File: config.mk
export PLATFORM = sky130hd
export DESIGN_NAME = seq_soft_irq_reg
export DESIGN_NICKNAME = d
export VERILOG_FILES = /design/src/rtl/sirq_pkg.sv /design/src/rtl/sirq_port_gate.sv /design/src/rtl/sirq_flag_bank.sv /design/src/rtl/sirq_irq_reg.sv /design/src/rtl/seq_soft_irq_reg.sv
export SDC_FILE = /design/constraint.sdc
export NUM_CORES = 1
export LEC_CHECK = 0
export ABC_AREA = 0
export BUFFER_PORTS_ARGS = -buffer_cell sky130_fd_sc_hd__buf_2
export CORE_MARGIN = 4
export CORE_UTILIZATION = 26
export CTS_CLUSTER_DIAMETER = 120
export DETAILED_ROUTE_END_ITERATION = 7
export PLACE_DENSITY_LB_ADDON = 0.05
export SLEW_MARGIN = 20
export SYNTH_ARGS = -nofsm -noshare
export SYNTH_HDL_FRONTEND = slang
export SYNTH_HIERARCHICAL = 1
export SYNTH_SLANG_ARGS = --single-unit
File: constraint.sdc
create_clock -name clk -period 1.4 [get_ports clk]
set_input_delay 0 -clock clk [delete_from_list [all_inputs] [get_ports clk]]
set_output_delay 0 -clock clk [all_outputs]
set_load 0.005 [all_outputs]
File: src/rtl/sirq_pkg.sv
package sirq_pkg;

    localparam int DATA_W      = 32;
    localparam int NUM_FLAGS   = 4;
    localparam int RSV_ONE_POS = 4;

    typedef logic [NUM_FLAGS-1:0] flag_vec_t;
    typedef logic [DATA_W-1:0]    word_t;

    typedef enum logic [0:0] {
        SRC_SEQ  = 1'b0,
        SRC_HOST = 1'b1
    } wr_src_e;

    typedef struct packed {
        logic    valid;
        wr_src_e src;
        word_t   data;
    } wr_req_t;

    function automatic word_t read_image(flag_vec_t f);
        word_t r;
        r = '0;
        r[RSV_ONE_POS] = 1'b1;
        r[NUM_FLAGS-1:0] = f;
        return r;
    endfunction

endpackage

File: src/rtl/sirq_port_gate.sv
module sirq_port_gate
    import sirq_pkg::*;
(
    input  logic      seq_wr_en,
    input  word_t     seq_wr_data,
    input  logic      host_wr_en,
    input  word_t     host_wr_data,
    output flag_vec_t set_mask
);

    wr_req_t req;
    logic    unused_rsv_bits;

    always_comb begin
        req = '0;
        if (seq_wr_en) begin
            req.valid = 1'b1;
            req.src   = SRC_SEQ;
            req.data  = seq_wr_data;
        end else if (host_wr_en) begin
            req.valid = 1'b1;
            req.src   = SRC_HOST;
            req.data  = host_wr_data;
        end
    end

    assign set_mask = (req.valid && req.src == SRC_SEQ) ? req.data[NUM_FLAGS-1:0] : '0;
    assign unused_rsv_bits = ^req.data[DATA_W-1:NUM_FLAGS];

endmodule

File: src/rtl/sirq_flag_bank.sv
module sirq_flag_bank
    import sirq_pkg::*;
(
    input  logic      clk,
    input  logic      rst,
    input  flag_vec_t set_mask,
    input  flag_vec_t clr_mask,
    output flag_vec_t flags
);

    for (genvar i = 0; i < NUM_FLAGS; i++) begin : g_flag
        always_ff @(posedge clk) begin
            if (rst) begin
                flags[i] <= 1'b0;
            end else if (set_mask[i]) begin
                flags[i] <= 1'b1;
            end else if (clr_mask[i]) begin
                flags[i] <= 1'b0;
            end
        end

        assert_set_R2: assert property (@(posedge clk) disable iff (rst)
            set_mask[i] |=> flags[i]);

        assert_clr_R4: assert property (@(posedge clk) disable iff (rst)
            (clr_mask[i] && !set_mask[i]) |=> !flags[i]);

        assert_set_wins_R5: assert property (@(posedge clk) disable iff (rst)
            (clr_mask[i] && set_mask[i]) |=> flags[i]);

        assert_hold_R3: assert property (@(posedge clk) disable iff (rst)
            (!clr_mask[i] && !set_mask[i]) |=> $stable(flags[i]));
    end

endmodule

File: src/rtl/sirq_irq_reg.sv
module sirq_irq_reg
    import sirq_pkg::*;
(
    input  logic      clk,
    input  logic      rst,
    input  flag_vec_t flags,
    output logic      irq
);

    always_ff @(posedge clk) begin
        if (rst) begin
            irq <= 1'b0;
        end else begin
            irq <= |flags;
        end
    end

    assert_irq_lag_R9: assert property (@(posedge clk) disable iff (rst)
        !$past(rst) |-> (irq == $past(|flags)));

endmodule

File: src/rtl/seq_soft_irq_reg.sv
module seq_soft_irq_reg
    import sirq_pkg::*;
(
    input  logic                 clk,
    input  logic                 rst,
    input  logic                 seq_wr_en,
    input  logic [DATA_W-1:0]    seq_wr_data,
    input  logic                 host_wr_en,
    input  logic [DATA_W-1:0]    host_wr_data,
    input  logic [NUM_FLAGS-1:0] clr_strobe,
    output logic [DATA_W-1:0]    seq_rd_data,
    output logic [DATA_W-1:0]    host_rd_data,
    output logic                 irq
);

    flag_vec_t set_mask;
    flag_vec_t flags;

    sirq_port_gate u_gate (
        .seq_wr_en    (seq_wr_en),
        .seq_wr_data  (seq_wr_data),
        .host_wr_en   (host_wr_en),
        .host_wr_data (host_wr_data),
        .set_mask     (set_mask)
    );

    sirq_flag_bank u_bank (
        .clk      (clk),
        .rst      (rst),
        .set_mask (set_mask),
        .clr_mask (clr_strobe),
        .flags    (flags)
    );

    sirq_irq_reg u_irq (
        .clk   (clk),
        .rst   (rst),
        .flags (flags),
        .irq   (irq)
    );

    assign seq_rd_data  = read_image(flags);
    assign host_rd_data = '0;

    assert_host_drop_R6: assert property (@(posedge clk) disable iff (rst)
        (host_wr_en && !seq_wr_en && clr_strobe == '0) |=> $stable(seq_rd_data));

    assert_host_noirq_R6: assert property (@(posedge clk) disable iff (rst)
        (host_wr_en && !seq_wr_en && seq_rd_data[NUM_FLAGS-1:0] == '0) |=> (seq_rd_data[NUM_FLAGS-1:0] == '0));

endmodule

==> metrics.txt <==
peak supply drop 0.0004736 V; share of the synthesized area in the top cell type 0.6897; Avg WL per Cell slightly above 7 um; Slew Viols, Final 0; Worst Setup End Kind flip-flop; HPWL after DPL just under 900 um; Worst EP arrival approximately 0.9 ns; Detailed Route Iter0 Violations 4; RePlAce Congestion 0.6764; Site Rows 17; Non-Filler Cell Area, Final 566.8 um2; chip height slightly below 60 um; WS Path Type flip-flop to flip-flop; final number of setup-violating endpoints 0; Final period util 0.5462; Final WS setup between 0.6 and 0.7 ns; DIE AREA around 0.0034 mm2; DR vias 364; vias in the first global route between 200 and 300; I/O pins around 140; switching part of the total 0.2932; Starting Density 0.2843; hold buffers post-CTS 1; Synth cell types 9; first-pass GRT wire length around 1100 um; power density over cell area slightly above 700 mW/mm2; # fillers roughly 290; Pwr Total slightly above 0.0004 W; Total Neg Setup Slack 0 ns; Syn Area/Cell about 7.7 um2; most frequent cell after synthesis buf_4; post-route minimum period about 0.76 ns; Worst-path clk slew around 0.04 ns; Hold Crit Depth 3; Tot GR Track Use 0.04514; FF+latch count, synth 5; post-synthesis sequential area ratio 0.1533; mapped cell area 653.1 um2; DP Area ~530 um2; Pre-antenna DRT Iters 2; pre-CTS WS 0.6378 ns; Placeable Area 0.002297 mm2; Area Overhead vs Synth -13.22%; Final Hold Viols 0; RSZ-0062 raised after global routing no; largest net degree at the start of global routing 6; IO Port Bufs 15; CP Launch Type flip-flop; Via-to-Cell Ratio ~2.8; Post-synth top cells buf_4 (60), dfxtp_1 (5); Synth area leaders buf_4 (69%), dfxtp_1 (15%), and2_1 (3.8%), nand2b_1 (3.8%), a21oi_1 (3.1%); Clock Latency Late Sink between 0.2 and 0.25 ns; Syn Inst Count 85; status complete, no violations; Max clock buf depth 2; total grt overflow 0; Yosys warning count 6; Clock power frac 0.408; CTS buffer count 3; Max Clk Rate ~1300 MHz; static leakage about 0.36 nW; final-stage net count 176; Max-cap violations 0; layout cells sized above 1 0.1748; n_diodes 0; initial antenna violation count 0; Hold Slack between 0.02 and 0.03 ns; drt total wl roughly 940 um; Psw around 0.00012 W; antenna-violating nets left 0; Setup Skew between 0.001 and 0.0015 ns; worst reg-to-reg path cell count 2; DRC violations left 0; predominant post-synthesis flop cell dfxtp_1; post_cts resized 0; Post-CTS Setup Bufs 0; area leader, netlist buf_4; Flop pwr share 0.388; Critical Path Fanout Max 3; TritonCTS clock tree yes; Tightest Hold Check Type input port to flip-flop; EDFF count, synth 0; WP data required roughly 1.5 ns; H-tree levels 1; combinational share of power 0.204; die width approximately 58 um; clk sinks 5; Async SR Flop Fraction 0; internal power 0.0002863 W; clock root buffer clkbuf_4
-- power groups by stage --
stage / registers [W] / logic (W) / clock network (W)
floorplan: 0.000160 / 0.000171 / 0
global placement: 0.000160 / 0.0000764 / 0
detailed placement: 0.000160 / 0.0000767 / 0
CTS: 0.000157 / 0.0000789 / 0.000174
global route: 0.000159 / 0.0000968 / 0.000184
finish: 0.000157 / 0.0000827 / 0.000165
-- worst max-delay path: stages, from the launching register on --
cell and delay, ns:
dfxtp_1 0.32, nor4_1 0.27, nor2_1 0.06
-- through the flow --
step,cells,utilization
after detailed placement,126,0.2309
after floorplan,143,-
after global routing,131,0.2467
final,131,0.2467
after CTS,131,0.2467
after global placement,126,0.2309
-- final cells by class --
class	count	area, um2	area share
multi-input cells	74	305.3	0.5386
repair buffers	16	85.08	0.1501
inverters	4	15.01	0.02649
well taps	28	35.03	0.06181
flip-flops and latches	5	100.1	0.1766
clock buffers	4	26.28	0.04636
-- routing by layer --
layer	track usage	wire (um)	vias up
li1	-	-	173
met2	0.06129	425	46
met4	0.01987	0	0
met1	0.04348	265	145
met3	0.04900	246	0
met5	0	0	-
-- logic make-up after synthesis --
logic type      synth area share
buf+inv                   0.7126
simple gates             0.09194
flops                     0.1533
compound gates           0.03065
other cells              0.01150
-- registers in the layout (all words and copies together), names as in the netlist --
name,cells
u_irq/irq,1
u_bank/flags,4
-- worst paths after layout --
| check | startpoint | to | slack, ns |
|---|---|---|---|
| worst max-delay path | u_bank/flags[1] | u_irq/irq | 0.64 |
| worst min-delay path | clr_strobe[2] | u_bank/flags[2] | 0.03 |
| worst max register to register | u_bank/flags[1] | u_irq/irq | 0.64 |
| worst min register to register | u_bank/flags[0] | u_bank/flags[0] | 0.49 |
-- cells in the final DEF (no fill, tap or decap) --
cell           instances
clkbuf_4               3
dlygate4sd3_1          1
conb_1                60
and2_1                 4
dfxtp_1                5
clkbuf_1               1
a21oi_1                4
inv_1                  4
nor4_1                 1
nor2_1                 1
buf_2                 15
nand2b_1               4
(Power assumes the default switching activity.)
